<file path="src/rtl/edo_pkg.sv">
package edo_pkg;
  typedef enum logic [2:0] {
    ST_IDLE, ST_ASU, ST_ROW, ST_COLA, ST_COL, ST_PRE, ST_REF
  } edo_state_e;

  function automatic int ceil_div(input int num, input int den);
    return (num + den - 1) / den;
  endfunction

  function automatic int imax(input int a, input int b);
    return (a > b) ? a : b;
  endfunction
endpackage

</file>
<file path="src/rtl/edo_timer.sv">
module edo_timer #(
  parameter int W = 4
) (
  input  logic         clk,
  input  logic         rst,
  input  logic         load,
  input  logic [W-1:0] load_val,
  output logic         done
);
  logic [W-1:0] cnt_q;

  always_ff @(posedge clk) begin
    if (rst)                cnt_q <= '0;
    else if (load)          cnt_q <= load_val;
    else if (cnt_q != '0)   cnt_q <= cnt_q - 1'b1;
  end

  assign done = (cnt_q == '0);
endmodule

</file>
<file path="src/rtl/edo_addr_mux.sv">
module edo_addr_mux #(
  parameter int ROW_BITS = 11,
  parameter int COL_BITS = 11,
  parameter int MA_W     = 11
) (
  input  logic [ROW_BITS+COL_BITS:0] addr,
  input  logic                       sel_col,
  output logic                       bank,
  output logic [MA_W-1:0]            ma
);
  logic [MA_W-1:0] row_x, col_x;

  assign bank  = addr[ROW_BITS+COL_BITS];
  assign row_x = MA_W'(addr[ROW_BITS+COL_BITS-1:COL_BITS]);
  assign col_x = MA_W'(addr[COL_BITS-1:0]);
  assign ma    = sel_col ? col_x : row_x;
endmodule

</file>
<file path="src/rtl/edo_dram_ctrl.sv">
module edo_dram_ctrl
  import edo_pkg::*;
#(
  parameter int ROW_BITS  = 11,
  parameter int COL_BITS  = 11,
  parameter int DATA_W    = 36,
  parameter int LANES     = 4,
  parameter int CLK_PS    = 4000,
  parameter int T_RAC_PS  = 60000,
  parameter int T_CAC_PS  = 15000,
  parameter int T_RC_PS   = 110000,
  parameter int T_RP_PS   = 40000,
  parameter int T_RCD_PS  = 20000
) (
  input  logic                              clk,
  input  logic                              rst,
  input  logic                              req_valid,
  output logic                              req_ready,
  input  logic                              req_write,
  input  logic [ROW_BITS+COL_BITS:0]        req_addr,
  input  logic [DATA_W-1:0]                 req_wdata,
  input  logic [LANES-1:0]                  req_be,
  output logic                              rd_valid,
  output logic [DATA_W-1:0]                 rd_data,
  input  logic                              ref_req,
  output logic                              ref_gnt,
  output logic [imax(ROW_BITS,COL_BITS)-1:0] dram_ma,
  output logic [1:0]                        dram_ras_n,
  output logic [LANES-1:0]                  dram_cas_n,
  output logic                              dram_we_n,
  input  logic [DATA_W-1:0]                 dram_dq_in,
  output logic [DATA_W-1:0]                 dram_dq_out,
  output logic                              dram_dq_oe
);
  localparam int ADDR_W  = ROW_BITS + COL_BITS + 1;
  localparam int MA_W    = imax(ROW_BITS, COL_BITS);
  localparam int NBANK   = 2;
  localparam int RAC_CYC = ceil_div(T_RAC_PS, CLK_PS);
  localparam int CAS_CYC = imax(1, ceil_div(T_CAC_PS, CLK_PS));
  localparam int RC_CYC  = ceil_div(T_RC_PS, CLK_PS);
  // row phase stretched so the row strobe stays low for the full row access time
  localparam int ROW_CYC = imax(imax(1, ceil_div(T_RCD_PS, CLK_PS)), RAC_CYC - 1 - CAS_CYC);
  localparam int RAS_LOW_CYC = ROW_CYC + 1 + CAS_CYC;
  // precharge stretched so the whole cycle (incl. one address setup cycle) meets tRC
  localparam int PRE_CYC = imax(imax(1, ceil_div(T_RP_PS, CLK_PS)), RC_CYC - RAS_LOW_CYC - 1);
  localparam int CNT_MAX = imax(ROW_CYC, imax(CAS_CYC, PRE_CYC));
  localparam int CNT_W   = $clog2(CNT_MAX + 1);

  edo_state_e state_q, state_d;
  logic [ADDR_W-1:0] addr_q;
  logic              wr_q;
  logic [DATA_W-1:0] wd_q;
  logic [LANES-1:0]  be_q;
  logic              accept;
  logic              tmr_load, tmr_done;
  logic [CNT_W-1:0]  tmr_val;
  logic              sel_col, bank, ras_phase;

  assign req_ready = (state_q == ST_IDLE) && !ref_req;
  assign accept    = req_valid && req_ready;
  assign ref_gnt   = (state_q == ST_REF);

  always_comb begin
    state_d  = state_q;
    tmr_load = 1'b0;
    tmr_val  = '0;
    unique case (state_q)
      ST_IDLE: begin
        if (ref_req)        state_d = ST_REF;
        else if (req_valid) state_d = ST_ASU;
      end
      ST_ASU: begin
        state_d  = ST_ROW;
        tmr_load = 1'b1;
        tmr_val  = CNT_W'(ROW_CYC - 1);
      end
      ST_ROW:  if (tmr_done) state_d = ST_COLA;
      ST_COLA: begin
        state_d  = ST_COL;
        tmr_load = 1'b1;
        tmr_val  = CNT_W'(CAS_CYC - 1);
      end
      ST_COL: begin
        if (tmr_done) begin
          state_d  = ST_PRE;
          tmr_load = 1'b1;
          tmr_val  = CNT_W'(PRE_CYC - 1);
        end
      end
      ST_PRE:  if (tmr_done) state_d = ST_IDLE;
      ST_REF: begin
        if (!ref_req) begin
          state_d  = ST_PRE;
          tmr_load = 1'b1;
          tmr_val  = CNT_W'(PRE_CYC - 1);
        end
      end
      default: state_d = ST_IDLE;
    endcase
  end

  always_ff @(posedge clk) begin
    if (rst) begin
      state_q  <= ST_IDLE;
      addr_q   <= '0;
      wr_q     <= 1'b0;
      wd_q     <= '0;
      be_q     <= '0;
      rd_valid <= 1'b0;
      rd_data  <= '0;
    end else begin
      state_q  <= state_d;
      rd_valid <= (state_q == ST_COL) && tmr_done && !wr_q;
      if ((state_q == ST_COL) && tmr_done && !wr_q) rd_data <= dram_dq_in;
      if (accept) begin
        addr_q <= req_addr;
        wr_q   <= req_write;
        wd_q   <= req_wdata;
        be_q   <= req_be;
      end
    end
  end

  edo_timer #(.W(CNT_W)) u_timer (
    .clk(clk), .rst(rst), .load(tmr_load), .load_val(tmr_val), .done(tmr_done)
  );

  assign sel_col = (state_q == ST_COLA) || (state_q == ST_COL);

  edo_addr_mux #(.ROW_BITS(ROW_BITS), .COL_BITS(COL_BITS), .MA_W(MA_W)) u_amux (
    .addr(addr_q), .sel_col(sel_col), .bank(bank), .ma(dram_ma)
  );

  assign ras_phase = (state_q == ST_ROW) || sel_col;

  for (genvar b = 0; b < NBANK; b++) begin : g_ras
    assign dram_ras_n[b] = !(ras_phase && (bank == 1'(b)));
  end

  for (genvar l = 0; l < LANES; l++) begin : g_cas
    assign dram_cas_n[l] = !((state_q == ST_COL) && (!wr_q || be_q[l]));
  end

  assign dram_we_n   = !(wr_q && sel_col);
  assign dram_dq_oe  = wr_q && sel_col;
  assign dram_dq_out = wd_q;
endmodule

</file>
<file path="config.mk">
export PLATFORM = sky130hd
export DESIGN_NAME = edo_dram_ctrl
export DESIGN_NICKNAME = d
export VERILOG_FILES = /design/src/rtl/edo_pkg.sv /design/src/rtl/edo_timer.sv /design/src/rtl/edo_addr_mux.sv /design/src/rtl/edo_dram_ctrl.sv
export SDC_FILE = /design/constraint.sdc
export NUM_CORES = 1
export LEC_CHECK = 0
export ABC_CLOCK_PERIOD_IN_PS = 1700
export BUFFER_PORTS_ARGS = -buffer_cell sky130_fd_sc_hd__buf_4
export CAP_MARGIN = 20
export CORE_AREA = 3 3 104 106
export CTS_CLUSTER_SIZE = 30
export DETAILED_ROUTE_END_ITERATION = 7
export DIE_AREA = 0 0 107 109
export PLACE_DENSITY = 0.78
export RECOVER_POWER = 100
export SLEW_MARGIN = 20
export SYNTH_ARGS = -nofsm -noshare
export SYNTH_HDL_FRONTEND = slang
export SYNTH_SLANG_ARGS = --single-unit
</file>
<file path="constraint.sdc">
create_clock -name clk -period 1.7 [get_ports clk]
set_clock_uncertainty 0.05 [all_clocks]
set_input_delay 0.17 -clock clk [delete_from_list [all_inputs] [get_ports clk]]
set_output_delay 0.17 -clock clk [all_outputs]
set_load 0.02 [all_outputs]
</file>
# Yosys cells after proc, flatten, opt, wreduce, memory -nomap -nowiden
# Cells that the tools add are included.
# W data, S select, Z words.
# classes
n_eq_ne,11
addsub,1
bitwise,1
mux,16
reduce_logical,32
# op_table
operator,n
$pmux W3 S7,1
$mux W3,6
$mux W4,4
$pmux W4 S4,1
$logic_and A1 B1 Y1,11
$mux W11,1
$eq A3 B3 Y1 const B,3
$logic_not A1 Y1,9
$ne A2 B2 Y1 const B,4
$eq A3 B2 Y1 const B,2
$logic_or A1 B1 Y1,6
$reduce_and A5 Y1,1
$logic_not A4 Y1,1
$reduce_bool A4 Y1,1
$sub A4 B1 Y4 const B,1
$eq A3 B1 Y1 const B,1
$logic_not A3 Y1,1
$ne A3 B3 Y1 const B,1
$pmux W1 S3,1
$mux W1,2
$reduce_bool A2 Y1,1
$reduce_or A2 Y1,1
$not A1 Y1,1
# totals
regBits,108
inputBits,104
word_cells,69

# Longest topological paths before layout
# depth
ltp_word,5
mapped_depth,7

# Hierarchy
# A second synthesis with hierarchy kept.
# unflattened
cells_unflattened,544
area_unflattened_um2,4610.7
# by_module_without_submodules
module,seq_area_each_um2,area_per_inst_um2,cells_each,instances
edo_dram_ctrl,2082.0,4201.5,507,1
edo_timer,80.1,229.0,24,1
edo_addr_mux,0.0,180.2,13,1

# Least setup slack after synthesis
# OpenSTA, ideal clock, no wires.
# synth_path
path_type,flip-flop to flip-flop
startpoint,reg state_q[1]
endpoint,reg addr_q[10]
t_arrival_ns,1.617
path_stages_with_launch,7
n_path_buf,2
period_less_slack_ns,1.799
path_slack_ns,-0.099
setup_ns,0.132
cell_sequence,dfxtp_1 > buf_6 > nor4_2 > nand2_1 > clkbuf_1 > nand2_1 > a21oi_1
# synth_via
elab_chain_cells,3
# synth_rtl
item,line,text
start: declaration,edo_dram_ctrl.sv:49,"edo_state_e state_q, state_d;"
start signal: assignment,edo_dram_ctrl.sv:112,state_q <= state_d;
$logic_not A3 Y1,edo_dram_ctrl.sv:59,assign req_ready = (state_q == ST_IDLE) && !ref_req;
$logic_and A1 B1 Y1,edo_dram_ctrl.sv:59,
named net req_ready,edo_dram_ctrl.sv:18,"output logic req_ready,"
$logic_and A1 B1 Y1,edo_dram_ctrl.sv:60,assign accept = req_valid && req_ready;
end signal: assignment,edo_dram_ctrl.sv:116,addr_q <= req_addr;
end: declaration,edo_dram_ctrl.sv:50,logic [ADDR_W-1:0] addr_q;
# The timed path passes the listed nets, and every way through them passes these cells.
# A chain may end at the register's enable or synchronous reset.

# Worst setup path in the final report
# layout_path
startpoint,reg state_q[2]
endpoint,out dram_ma[1]
# layout_via
elab_chain_cells,3
word_cells_on_any_way,4
classes_between,eq/ne: 2; mux: 1; reduce/logical: 1
# layout_rtl
item,line,text
$eq A3 B2 Y1 or $eq A3 B3 Y1 (tied branches),edo_dram_ctrl.sv:128,assign sel_col = (state_q == ST_COLA) || (state_q == ST_COL);
$logic_or A1 B1 Y1 *,edo_dram_ctrl.sv:128,
$mux W11 *,edo_addr_mux.sv:16,assign ma = sel_col ? col_x : row_x;
end: declaration,edo_dram_ctrl.sv:27,"output logic [imax(ROW_BITS,COL_BITS)-1:0] dram_ma,"
# Every way passes the cells marked *; elsewhere a longest branch is shown, timed or not.

==> flow_metrics.py <==
metrics = {
    "logic_synthesis": {
        "syn_avg_cell_area_um2": 7.95,
        "yosysUniqueCellTypes": 33,
        "muxShareOfSynthArea_pct": 3.00,
        "synth_area_um2": 4130,
        "yosysSeqAreaShare_pct": 52.3,
        "synth_top_family_by_area": "simple AND/OR/NAND/NOR gates",
        "synthCells": 520,
        "synth_simple_gate_area_share_pct": 23.0,
        "synth_compound_area_share_pct": 15.8,
        "syn_nets": 626,
        "yosysWarnings": 0,
        "synth_fa_ha_area_share_pct": 0.605,
        "synth-xor-area-share_pct": 0.636,
        "ys_seq_elements": 108,
    },
    "power_and_ir_drop": {
        "pwr_density_cell_nw_per_um2": 1040,
        "irDropWorstVdd_uv": 565,
        "total_power_mw": 7.68,
        "leakage_nw": 2.89,
    },
    "die": {
        "die_w_um": 107,
        "die-area_um2": 11700,
        "start_util_pct": 41.9,
        "die_y_um": 109,
        "ios": 198,
        "row_count": 36,
        "coreArea_um2": 9860,
    },
    "clocking": {
        "cts_made_buffers": 9,
        "ctsHtreeMaxLevel": 3,
        "insertion_delay_ns": 0.35,
        "clock-root-buffer": "clkbuf_8",
        "path_clk_slew_ns": 0.10,
        "cts.sinks": 108,
        "cts_tree": "built",
        "cts_buffer_depth": 2,
    },
    "sta": {
        "tightest_slew_ns": 0.465,
        "slew-limit-headroom_pct": 69.0,
        "slew_violations": 0,
        "totalNegativeSetupSlack_ns": -10.43,
        "hold_violations": 0,
        "fmax_mhz": 494,
        "finalCritPeriodShare_pct": 119,
        "setup_violations": 52,
        "min_period_ns": 2.02,
        "layout_setup_ws_ns": -0.324,
        "rsz0062_at_grt": "true",
    },
    "global_route": {
        "gr-total-overflow": 0,
        "grt_max_degree": 65,
        "antenna_found_initial": 0,
        "grt_pass1_vias": 4989,
        "grt_pass1_wl_um": 24200,
        "grt_usage_pct": 26.2,
    },
    "critical_path": {
        "cp-end-kind": "primary output",
        "critical_path_required_ns": 1.48,
        "critical-path-top-delay-family": "simple AND/OR/NAND/NOR gates",
        "worstSetupStartpointType": "flop",
        "path_buf_inv": 2,
        "cp_slowest_stage_delay_ns": 0.40,
        "crit_chain": "or3b_4 -> nand2_4 -> buf_12 -> mux2_4 -> buf_6",
        "worstPathArrival_ns": 1.80,
        "critPathKind": "flop to primary output",
        "cp_max_fo": 6,
        "cpMaxStageDelayCell": "or3b_4",
    },
    "layout": {
        "final_area_um2": 7370,
        "syn2layout_area_growth_pct": 78.3,
        "final_common_cell": "nand2_1",
        "drive_above_1_share_pct": 32.6,
        "nets": 922,
        "layout_common_cells": "nand2_1, buf_4, dfxtp_1",
        "post-route-util_pct": 74.7,
    },
    "min_path": {
        "hold_class": "primary input to flop",
    },
    "place": {
        "io_buffer_count": 197,
        "pre_cts_ws_ns": -0.0641,
        "gp_congestion": 0.823,
        "dpl_cell_area_um2": 5850,
        "hpwl_um": 8520,
    },
    "run": {
        "drv_cap": 0,
    },
    "detailed_routing": {
        "drt_pass1_iterations": 5,
        "viasPerCell": 5.06,
        "first_iter_violations": 266,
        "drc": 0,
        "wl_per_cell_um": 17.0,
        "routed_wl_um": 16300,
        "antenna_left": 0,
        "num_vias": 4831,
    },
    "run_status": {
        "status": "finished with violations",
        "violations": "negative setup slack",
    },
}
==> layer usage <==
| metal | track usage [%] | up-vias | wire length (um) |
|---|---|---|---|
| met4 | 13.9 | 0 | 651 |
| met3 | 6.10 | 63 | 1000 |
| li1 | - | 2296 | - |
| met5 | 0 | - | 0 |
| met1 | 27.1 | 2239 | 5970 |
| met2 | 49.0 | 233 | 8640 |
==> cell usage after synthesis (all sizes together) <==
master    n  share of area (%)
a211oi    2               0.36
a21o      1               0.18
a21oi   105                 13
a221oi    2               0.42
a222oi    1               0.24
a31oi     1               0.15
and2      2               0.30
buf      12                2.1
clkbuf   24                2.2
dfxtp   108                 52
ha        2               0.61
inv       4               0.36
mux2     11                3.0
nand2   206                 19
nand2b    3               0.45
nand3     1               0.12
nor2      4               0.36
nor2b     3               0.45
nor3      4               0.76
nor3b     3               0.79
nor4      3               0.61
o211ai    1               0.18
o21ai    10                1.2
o21bai    1               0.18
o31ai     1               0.18
or3b      2               0.48
xnor2     2               0.42
xor2      1               0.21
==> flip-flops by register name, indices dropped and copies added (netlist names) <==
signal and count:
addr_q 23, be_q 4, state_q 3, u_timer.cnt_q 4, rd_data 36, rd_valid 1, wr_q 1, dram_dq_out 36
==> power breakdown <==
| group | switching, mW | internal (mW) | total (mW) |
|---|---|---|---|
| clock | 0.909 | 0.702 | 1.61 |
| sequential | 0.166 | 2.80 | 2.96 |
| combinational | 1.61 | 1.50 | 3.11 |
==> layout make-up <==
type                    instances  area, um^2
repair buffers                321        2690
fillers                       707        2490
flip-flops and latches        108        2170
multi-input cells             372        2130
well taps                     133         166
clock buffers                  10         128
clock inverters                 6        72.6
inverters                       4        15.0
diodes                          1        2.50
==> cells by family (layout without fill, tap and decap cells) <==
kind of cell	count (synthesis)	after routing
compound gates	125	125
xor+xnor	3	3
buf+inv	40	341
flops	108	108
fa+ha+maj	2	2
other cells	0	1
mux	11	11
simple gates	231	231
==> worst paths after layout <==
kind,start,endpoint,slack (ns),depth (start not counted)
max,state_q[2]$_SDFFE_PP0P_,dram_ma[1],-0.32,5
min reg2reg,dram_dq_out[9]$_SDFFE_PP0P_,dram_dq_out[9]$_SDFFE_PP0P_,0.41,2
min,req_addr[19],addr_q[19]$_SDFFE_PP0P_,0.02,3
max reg2reg,state_q[2]$_SDFFE_PP0P_,rd_data[30]$_SDFFE_PP0P_,-0.27,9
==> tightest hold or removal path: stages <==
cell and delay [ns]:
buf_4 0.11, nand2_1 0.04, a21oi_1 0.05
==> through the flow <==
stage,cells,hold slack [ns]
after global placement,834,0.366
final,955,0.0151
after CTS,948,0.000182
after floorplan,520,0.256
after detailed placement,834,0.375
after global routing,954,0.00549
==> what timing repair did <==
action | 4_1_cts | 5_1_grt
hold endpoints to repair | 82 | 0
buffers inserted | 10 | 6
hold buffers | 82 | 0
pin swaps | 24 | 20
cloned | 7 | 2
endpoints found under the setup margin | 56 | 74
gates resized for setup | 90 | 42
Note: power is estimated with default switching activity, not from simulation.
